$ cat config.mk
export PLATFORM = sky130hd
export DESIGN_NAME = dma_ctrl
export DESIGN_NICKNAME = d
export VERILOG_FILES = /design/src/rtl/dma_pkg.sv /design/src/rtl/dma_regs.sv /design/src/rtl/dma_fsm.sv /design/src/rtl/dma_ctrl.sv
export SDC_FILE = /design/constraint.sdc
export NUM_CORES = 1
export LEC_CHECK = 0
export ABC_AREA = 0
export BUFFER_PORTS_ARGS = -buffer_cell sky130_fd_sc_hd__buf_2
export CAP_MARGIN = 30
export CELL_PAD_IN_SITES_DETAIL_PLACEMENT = 0
export CELL_PAD_IN_SITES_GLOBAL_PLACEMENT = 1
export CORE_MARGIN = 4
export CORE_UTILIZATION = 31
export CTS_BUF_LIST = sky130_fd_sc_hd__clkbuf_8
export CTS_CLUSTER_SIZE = 30
export DETAILED_ROUTE_END_ITERATION = 16
export PLACE_DENSITY = 0.78
export SYNTH_ARGS = -nofsm -noshare
export SYNTH_HDL_FRONTEND = slang
export SYNTH_SLANG_ARGS = --single-unit
$ cat constraint.sdc
create_clock -name clk -period 2 [get_ports clk]
set_clock_uncertainty 0.1 [all_clocks]
set_input_delay 0.2 -clock clk [delete_from_list [all_inputs] [get_ports clk]]
set_output_delay 0.2 -clock clk [all_outputs]
set_load 0.02 [all_outputs]
$ cat src/rtl/dma_pkg.sv
package dma_pkg;
  localparam int RSEL_W = 2;
  localparam logic [RSEL_W-1:0] RS_ADDR  = 2'd0;
  localparam logic [RSEL_W-1:0] RS_COUNT = 2'd1;
  localparam logic [RSEL_W-1:0] RS_CTRL  = 2'd2;

  localparam int CB_START = 0;  // write: start, read: busy
  localparam int CB_DIR   = 1;  // 1: peripheral -> memory
  localparam int CB_MODE  = 2;  // 1: cycle stealing
  localparam int CB_DONE  = 3;  // write 1: clear, read: done

  typedef enum logic [1:0] {
    ST_IDLE,
    ST_REQ,
    ST_XFER,
    ST_REL
  } dma_state_t;
endpackage

$ cat src/rtl/dma_regs.sv
module dma_regs
  import dma_pkg::*;
#(
  parameter int ADDR_W = 16,
  parameter int CNT_W  = 16,
  parameter int DATA_W = 16
) (
  input  logic              clk,
  input  logic              rst_n,
  input  logic              cpu_sel,
  input  logic              cpu_wr,
  input  logic [RSEL_W-1:0] cpu_rsel,
  input  logic [DATA_W-1:0] cpu_wdata,
  output logic [DATA_W-1:0] cpu_rdata,
  input  logic              bus_grant,
  input  logic              busy,
  input  logic              word_move,
  output logic [ADDR_W-1:0] addr_q,
  output logic              dir_q,
  output logic              mode_q,
  output logic              done_q,
  output logic              start_pulse,
  output logic              last_word,
  output logic              count_zero
);
  logic [CNT_W-1:0] count_q;
  logic port_ok, wr_addr, wr_count, wr_ctrl, zero_start, set_done, clr_done;

  assign port_ok  = cpu_sel && !bus_grant;
  assign wr_addr  = port_ok && cpu_wr && cpu_rsel == RS_ADDR  && !busy;
  assign wr_count = port_ok && cpu_wr && cpu_rsel == RS_COUNT && !busy;
  assign wr_ctrl  = port_ok && cpu_wr && cpu_rsel == RS_CTRL;

  assign count_zero  = (count_q == '0);
  assign last_word   = (count_q == CNT_W'(1));
  assign start_pulse = wr_ctrl && !busy && cpu_wdata[CB_START] && !count_zero;
  assign zero_start  = wr_ctrl && !busy && cpu_wdata[CB_START] && count_zero;
  assign set_done    = zero_start || (word_move && last_word);
  assign clr_done    = wr_ctrl && cpu_wdata[CB_DONE];

  always_ff @(posedge clk or negedge rst_n) begin
    if (!rst_n) begin
      addr_q  <= '0;
      count_q <= '0;
      dir_q   <= 1'b0;
      mode_q  <= 1'b0;
      done_q  <= 1'b0;
    end else begin
      if (word_move) begin
        addr_q  <= addr_q + 1'b1;
        count_q <= count_q - 1'b1;
      end else begin
        if (wr_addr)  addr_q  <= cpu_wdata[ADDR_W-1:0];
        if (wr_count) count_q <= cpu_wdata[CNT_W-1:0];
      end
      if (wr_ctrl && !busy) begin
        dir_q  <= cpu_wdata[CB_DIR];
        mode_q <= cpu_wdata[CB_MODE];
      end
      if (set_done)      done_q <= 1'b1;
      else if (clr_done) done_q <= 1'b0;
    end
  end

  always_comb begin
    cpu_rdata = '0;
    if (port_ok) begin
      unique case (cpu_rsel)
        RS_ADDR:  cpu_rdata = DATA_W'(addr_q);
        RS_COUNT: cpu_rdata = DATA_W'(count_q);
        RS_CTRL: begin
          cpu_rdata[CB_START] = busy;
          cpu_rdata[CB_DIR]   = dir_q;
          cpu_rdata[CB_MODE]  = mode_q;
          cpu_rdata[CB_DONE]  = done_q;
        end
        default: cpu_rdata = '0;
      endcase
    end
  end

  // one step of address and count per word
  a_r5_addr_step: assert property (@(posedge clk) disable iff (!rst_n)
    word_move |=> addr_q == $past(addr_q) + 1'b1);
  a_r5_count_step: assert property (@(posedge clk) disable iff (!rst_n)
    word_move |=> count_q == $past(count_q) - 1'b1);
  // granted port leaves the address alone
  a_r2_no_write_granted: assert property (@(posedge clk) disable iff (!rst_n)
    (bus_grant && !word_move) |=> $stable(addr_q));
  // done persists until cleared
  a_r10_done_sticky: assert property (@(posedge clk) disable iff (!rst_n)
    (done_q && !clr_done) |=> done_q);
  // zero-count start finishes at once
  a_r9_zero_done: assert property (@(posedge clk) disable iff (!rst_n)
    zero_start |=> done_q);
endmodule

$ cat src/rtl/dma_fsm.sv
module dma_fsm
  import dma_pkg::*;
(
  input  logic clk,
  input  logic rst_n,
  input  logic start_pulse,
  input  logic bus_grant,
  input  logic dma_req,
  input  logic steal_mode,
  input  logic last_word,
  input  logic count_zero,
  output logic bus_req,
  output logic word_move,
  output logic busy
);
  dma_state_t state_q, state_d;

  always_comb begin
    state_d   = state_q;
    bus_req   = 1'b0;
    word_move = 1'b0;
    unique case (state_q)
      ST_IDLE: if (start_pulse) state_d = ST_REQ;
      ST_REQ: begin
        bus_req = 1'b1;
        if (bus_grant) state_d = ST_XFER;
      end
      ST_XFER: begin
        bus_req   = 1'b1;
        word_move = bus_grant && dma_req;
        if (word_move && (last_word || steal_mode)) state_d = ST_REL;
      end
      ST_REL: begin
        if (!bus_grant) state_d = count_zero ? ST_IDLE : ST_REQ;
      end
      default: state_d = ST_IDLE;
    endcase
  end

  always_ff @(posedge clk or negedge rst_n) begin
    if (!rst_n) state_q <= ST_IDLE;
    else        state_q <= state_d;
  end

  assign busy = (state_q != ST_IDLE);

  // the buses are touched only under grant
  a_r4_move_needs_grant: assert property (@(posedge clk) disable iff (!rst_n)
    word_move |-> (bus_grant && dma_req));
  // request dropped after each stolen word
  a_r7_steal_gap: assert property (@(posedge clk) disable iff (!rst_n)
    (word_move && steal_mode) |=> !bus_req);
  // request dropped after the final word
  a_r8_release: assert property (@(posedge clk) disable iff (!rst_n)
    (word_move && last_word) |=> !bus_req);
  // no new request until the grant has gone
  a_r7_wait_release: assert property (@(posedge clk) disable iff (!rst_n)
    (!bus_req && bus_grant && busy) |=> !bus_req);
endmodule

$ cat src/rtl/dma_ctrl.sv
module dma_ctrl
  import dma_pkg::*;
#(
  parameter int ADDR_W = 16,
  parameter int CNT_W  = 16,
  parameter int DATA_W = 16
) (
  input  logic              clk,
  input  logic              rst_n,
  input  logic              cpu_sel,
  input  logic              cpu_wr,
  input  logic [1:0]        cpu_rsel,
  input  logic [DATA_W-1:0] cpu_wdata,
  output logic [DATA_W-1:0] cpu_rdata,
  output logic              bus_req,
  input  logic              bus_grant,
  output logic [ADDR_W-1:0] mem_addr,
  output logic              mem_rd,
  output logic              mem_wr,
  output logic [DATA_W-1:0] mem_wdata,
  input  logic [DATA_W-1:0] mem_rdata,
  input  logic              dma_req,
  output logic              dma_ack,
  input  logic [DATA_W-1:0] per_wdata,
  output logic [DATA_W-1:0] per_rdata,
  output logic              irq
);
  logic [ADDR_W-1:0] addr_q;
  logic dir_q, mode_q, done_q, start_pulse, last_word, count_zero;
  logic word_move, busy;

  dma_regs #(.ADDR_W(ADDR_W), .CNT_W(CNT_W), .DATA_W(DATA_W)) u_regs (
    .clk(clk), .rst_n(rst_n),
    .cpu_sel(cpu_sel), .cpu_wr(cpu_wr), .cpu_rsel(cpu_rsel),
    .cpu_wdata(cpu_wdata), .cpu_rdata(cpu_rdata),
    .bus_grant(bus_grant), .busy(busy), .word_move(word_move),
    .addr_q(addr_q), .dir_q(dir_q), .mode_q(mode_q), .done_q(done_q),
    .start_pulse(start_pulse), .last_word(last_word), .count_zero(count_zero)
  );

  dma_fsm u_fsm (
    .clk(clk), .rst_n(rst_n),
    .start_pulse(start_pulse), .bus_grant(bus_grant), .dma_req(dma_req),
    .steal_mode(mode_q), .last_word(last_word), .count_zero(count_zero),
    .bus_req(bus_req), .word_move(word_move), .busy(busy)
  );

  assign mem_addr  = bus_grant ? addr_q : '0;
  assign mem_wr    = word_move && dir_q;
  assign mem_rd    = word_move && !dir_q;
  assign mem_wdata = mem_wr ? per_wdata : '0;
  assign per_rdata = mem_rd ? mem_rdata : '0;
  assign dma_ack   = word_move;
  assign irq       = done_q;

  // one strobe at a time, each paired with the handshake
  a_r4_one_strobe: assert property (@(posedge clk) disable iff (!rst_n)
    $onehot0({mem_rd, mem_wr}) && ((mem_rd || mem_wr) == dma_ack));
  // strobes only while granted
  a_r4_strobe_granted: assert property (@(posedge clk) disable iff (!rst_n)
    (mem_rd || mem_wr) |-> bus_grant);
endmodule

After elaboration in Yosys (flattened, before gate mapping)
Index checks and enable logic that the tools add are counted.
{"block": "word_totals", "ff_bits": 37, "input_bits": 56, "output_inout_bits": 69, "wordCells": 70}
{"block": "op_classes", "n_addsub": 2, "eq_ne": 10, "n_mux": 20, "reduce_logical": 32}
{"cell": "2-to-1 mux 16 bit", "n": 8}
{"cell": "case mux 12 bit (2 select lines)", "n": 1}
{"cell": "logical AND 1 bit", "n": 17}
{"cell": "adder 16 x 1 -> 16 bit (second input constant)", "n": 1}
{"cell": "equality test 16 x 1 -> 1 bit (second input constant)", "n": 1}
{"cell": "zero test 16 bit", "n": 1}
{"cell": "subtractor 16 x 1 -> 16 bit (second input constant)", "n": 1}
{"cell": "case mux 4 bit (3 select lines)", "n": 1}
{"cell": "2-to-1 mux 2 bit", "n": 4}
{"cell": "case mux 2 bit (4 select lines)", "n": 1}
{"cell": "nonzero test 2 bit", "n": 4}
{"cell": "equality test 2 bit (second input constant)", "n": 3}
{"cell": "!= test 2 bit (second input constant)", "n": 3}
{"cell": "2-to-1 mux 1 bit", "n": 5}
{"cell": "equality test 2 x 1 -> 1 bit (second input constant)", "n": 2}
{"cell": "zero test 1 bit", "n": 4}
{"cell": "zero test 2 bit", "n": 2}
{"cell": "AND reduction 4 bit", "n": 1}
{"cell": "logical OR 1 bit", "n": 2}
{"cell": "!= test 2 x 1 -> 1 bit (second input constant)", "n": 1}
{"cell": "OR reduction 2 bit", "n": 1}

Longest topological paths before layout
{"block": "depth", "word_depth": 9, "ltp_mapped": 8, "depth_no_buf": 8}

Hierarchy
From an unflattened synthesis, not the netlist that was laid out.
{"block": "unflattened", "hier_cells": 354, "area_unflattened_um2": 3036.7}
{"module": "dma_regs", "n_inst": 1, "cells_per_inst": 276, "area_each_um2": 2427.3, "seq_area_each_um2": 875.8}
{"module": "dma_ctrl", "n_inst": 1, "cells_per_inst": 57, "area_each_um2": 387.9, "seq_area_each_um2": 0.0}
{"module": "dma_fsm", "n_inst": 1, "cells_per_inst": 21, "area_each_um2": 221.5, "seq_area_each_um2": 50.0}

Least setup slack after synthesis
Ideal clock, no wire load.
{"block": "synth_timing", "kind": "reg2out", "from": "register u_fsm.state_q[0]", "to": "output mem_wdata[10]", "t_arrival_ps": 1897, "required_time_ps": 1700, "setup_slack_ps": -197, "stages_incl_launch_ff": 8, "path_buffers": 2, "cell_sequence": "dfrtp_1 -> inv_1 -> ha_1 -> nand3_1 -> inv_1 -> buf_2 -> clkbuf_1 -> and3_1"}
{"block": "synth_via", "elab_chain_cells": 4}
{"item": "start, declared", "line_no": "dma_fsm.sv:16", "rtl": "dma_state_t state_q, state_d;"}
{"item": "start signal, assigned", "line_no": "dma_fsm.sv:42", "rtl": "else state_q <= state_d;"}
{"item": "equality test 2 bit", "line_no": "dma_fsm.sv:22", "rtl": "unique case (state_q)"}
{"item": "2-to-1 mux 1 bit", "line_no": "dma_fsm.sv:22"}
{"item": "net dma_ack", "line_no": "dma_ctrl.sv:23", "rtl": "output logic dma_ack,"}
{"item": "logical AND 1 bit", "line_no": "dma_ctrl.sv:49", "rtl": "assign mem_wr = word_move && dir_q;"}
{"item": "2-to-1 mux 16 bit", "line_no": "dma_ctrl.sv:51", "rtl": "assign mem_wdata = mem_wr ? per_wdata : '0;"}
{"item": "end, declared", "line_no": "dma_ctrl.sv:20", "rtl": "output logic [DATA_W-1:0] mem_wdata,"}
The timed path passes the listed nets, and every way through them passes these cells.

Worst setup path in the final report
{"block": "layout_timing", "from": "register u_regs.count_q[3]", "to": "register u_fsm.state_q[1]"}
{"block": "layout_via", "elab_chain_cells": 5, "elab_cells_between_ends": 9, "cone_classes": "eq/ne: 3; reduce/logical: 6"}
{"item": "start, declared", "line_no": "dma_regs.sv:26", "rtl": "logic [CNT_W-1:0] count_q;"}
{"item": "start signal, assigned", "line_no": "dma_regs.sv:51", "rtl": "count_q <= count_q - 1'b1;"}
{"item": "start signal, assigned", "line_no": "dma_regs.sv:54", "rtl": "if (wr_count) count_q <= cpu_wdata[CNT_W-1:0];"}
{"item": "equality test 16 x 1 -> 1 bit or zero test 16 bit (tied branches)", "line_no": "dma_regs.sv:35, dma_regs.sv:34"}
{"item": "logical OR 1 bit or zero test 1 bit (tied branches)", "line_no": "dma_fsm.sv:31, dma_regs.sv:36"}
{"item": "logical AND 1 bit, on equally long branches", "line_no": "dma_fsm.sv:31, dma_regs.sv:36"}
{"item": "!= test 2 x 1 -> 1 bit (no line) or != test 2 bit (tied branches)"}
{"item": "AND reduction 4 bit (no line) *"}
Every way passes the cells marked *; elsewhere a longest branch is shown, timed or not.
A chain may end at the register's enable or synchronous reset.

==> impl_metrics.json <==
{
  "startpoint_type": "register",
  "max_freq_mhz": 493.3,
  "synth_top_cell_area_share_pct": 31.99,
  "grt_pass1_vias": 3220,
  "die_w_um": 104.6,
  "grt_pass1_wl_um": 17330,
  "grt_start_max_net_pins": 38,
  "timing.final.ws_setup_ps": -27.21,
  "required_ps": 2080,
  "muxShareOfSynthArea_pct": 7.090,
  "final_hold_viol_count": 0,
  "max_cap_violations": 0,
  "routed_via_density": 5.242,
  "power.total_uw": 4740,
  "min_from": "cpu_wdata[9]",
  "r2r-end": "u_fsm.state_q[1]$_DFFE_PN0P_",
  "synthAdderAreaFrac_pct": 3.026,
  "wire_per_inst_um": 17.48,
  "avgSynthCellArea_um2": 8.017,
  "clk_pin_slew_ps": 80,
  "rsz0062_at_grt": "yes",
  "die_h_um": 104.6,
  "final-setup-viol-count": 8,
  "wl_um": 11050,
  "core-area_um2": 8891,
  "final_util_pct": 48.78,
  "hold-worst-slack_ps": 54.76,
  "syn_inst": 361,
  "yosys_warnings": 0,
  "slowest_delay_ps": 440,
  "tritoncts.num_buffers": 5,
  "worstPathCellList": "nor4_4 -> buf_4 -> and4_1 -> nor3b_1 -> nor3_2 -> mux2_1",
  "cts_htree_levels": 2,
  "cts-root-buf": "clkbuf_8",
  "hold_depth": 3,
  "timing_worst_setup_path_type": "register to register",
  "synth_area_leaders": "dfrtp_1, and2_1, nor2_1",
  "relSlewSlack_pct": 61.79,
  "synth_xor_area_share_pct": 1.211,
  "violations": "setup timing",
  "hold_path_end": "u_regs.count_q[9]$_DFFE_PN0P_",
  "async_flop_share_pct": 100.0,
  "r2r_start": "u_regs.count_q[3]$_DFFE_PN0P_",
  "max-vdd-ir-drop_uv": 352.6,
  "layout_commonest_cell": "buf_2",
  "placed_cells": 611,
  "rows": 34,
  "syn-cell-area_um2": 2894,
  "layout.nets": 586,
  "path_max_fanout": 3,
  "synth_top_family_by_area": "simple AND/OR/NAND/NOR gates",
  "grt_remaining_overflow": 0,
  "synth.largest_area_cell": "dfrtp_1",
  "cts_tree": "built",
  "crit_slowest_cell": "dfrtp_1",
  "instances_no_fill": 632,
  "ys_types": 55,
  "pin_count": 125,
  "min_period_ps": 2027,
  "leakagePower_uw": 0.002125,
  "ys_seq_area_share_pct": 31.99,
  "pre_cts_slack_ps": -0.03464,
  "grt_usage_pct": 19.26,
  "crit_path_end_kind": "register",
  "clock-sinks": 37,
  "syn_to_final_growth_pct": 49.85,
  "final_max_slew_viol_count": 0,
  "synth-compound-area-share_pct": 16.82,
  "gp_congestion": 0.9039,
  "first_pass_iters": 4,
  "synth-edff-count": 0,
  "finalCritPeriodShare_pct": 101.4,
  "powerDensity_nw_per_um2": 1093,
  "reg2reg_depth": 6,
  "drt_iter0_drc": 243,
  "route.detailed.drc": 0,
  "worstPathArrival_ps": 2110,
  "reg2reg_setup_slack_ps": -30,
  "ys.flop_type": "dfrtp_1",
  "worst_pin_slew_ps": 573.2,
  "io_buffers": 124,
  "synth_nets": 424,
  "initial_core_util_pct": 32.55,
  "synthSimpleGateAreaFrac_pct": 35.62,
  "min_path_type": "primary input to register",
  "layout_common_cells": "buf_2, buf_4, nor2_1",
  "antenna_found_initial": 0,
  "clock_path_buffers": 2,
  "dieArea_um2": 10950,
  "ys_seq_elements": 37,
  "vias": 3313,
  "diodes": 0,
  "ant_nets": 0,
  "hpwlAfterDp_um": 8296,
  "status": "finished, violations left",
  "post_route_cells_drive_above_1_share_pct": 45.23,
  "clk_latency_ps": 290
}
==> repair_timing <==
action,CTS,global route
setup endpoints to repair,36,44
gates cloned,2,0
pin swaps,1,24
hold buffers,1,0
setup buffers,4,6
gates resized for setup,44,38
hold endpoints to repair,37,0
==> cell usage after synthesis, types with 5 or more instances <==
cell and instances:
inv_1 6, o211ai_1 5, o21ai_0 8, nand3_1 13, ha_1 7, and2_1 33
and3_1 18, clkbuf_1 13, dfrtp_1 37, a21oi_1 21, mux2i_1 16, nor3_1 9
nand4_1 9, nor2_1 51, buf_2 8, nand2_1 36
==> critical path: cells and delay by family (launching register included) <==
| kind | cells | cell delay, ps |
|---|---|---|
| AND/OR/NAND/NOR | 4 | 860 |
| flip-flops | 1 | 440 |
| buffers and inverters | 1 | 170 |
| multiplexers | 1 | 340 |
==> sequential cells by signal, summed over array words and instances (netlist names) <==
signal          count
u_regs.addr_q      16
u_regs.count_q     16
u_fsm.state_q       2
u_regs.dir_q        1
u_regs.done_q       1
u_regs.mode_q       1
==> cell families (layout without fill, tap and decap cells) <==
kind of cell	after synthesis	after routing
flip-flops	37	37
AO/OA/AOI/OAI	69	69
adder cells (fa/ha/maj)	7	7
XOR/XNOR	4	4
buffers and inverters	30	193
multiplexers	20	20
AND/OR/NAND/NOR	194	194
==> how the worst max path moves through the flow <==
| stage | from | end | slack [ps] | cells past startpoint |
|---|---|---|---|---|
| 3_3_place_gp | u_regs.count_q[1]$_DFFE_PN0P_ | u_fsm.state_q[1]$_DFFE_PN0P_ | 20 | 7 |
| 4_1_cts | u_fsm.state_q[0]$_DFFE_PN0P_ | per_rdata[8] | -9 | 8 |
| 6_report | u_regs.count_q[3]$_DFFE_PN0P_ | u_fsm.state_q[1]$_DFFE_PN0P_ | -30 | 6 |
| 3_5_place_dp | u_regs.count_q[1]$_DFFE_PN0P_ | u_fsm.state_q[1]$_DFFE_PN0P_ | -0.03 | 7 |
| 5_1_grt | u_regs.count_q[1]$_DFFE_PN0P_ | u_fsm.state_q[1]$_DFFE_PN0P_ | -110 | 7 |
| 2_1_floorplan | u_fsm.state_q[0]$_DFFE_PN0P_ | mem_wdata[10] | -0.4 | 7 |
==> metrics by stage <==
step | area [um^2] | TNS, ps
after global routing | 4337 | -790.9
final | 4337 | -80.19
after detailed placement | 3871 | -0.03464
after CTS | 4170 | -63.61
after floorplan | 2905 | -0.4008
after global placement | 3871 | 0
==> report_power, final <==
part | switching [uW] | internal, uW
Sequential | 476 | 1090
Clock | 281 | 312
Combinational | 1360 | 1230
Total | 2110 | 2630
==> metal layers <==
| metal | global-route usage, % | vias to the layer above | wire, um |
|---|---|---|---|
| met5 | 0 | - | 0 |
| met4 | 5.248 | 0 | 154 |
| met3 | 3.699 | 10 | 738 |
| met2 | 32.43 | 112 | 5579 |
| met1 | 25.34 | 1575 | 4576 |
| li1 | - | 1616 | - |
==> area by class of cell <==
class / count / area [um^2]
well taps: 108 / 135.1
multi-input cells: 294 / 1971
inverters: 6 / 22.52
clock inverters: 1 / 5.005
clock buffers: 7 / 96.34
fillers: 888 / 4554
flip-flops and latches: 37 / 927.1
repair buffers: 179 / 1180
Note: power is estimated with default switching activity, not from simulation.
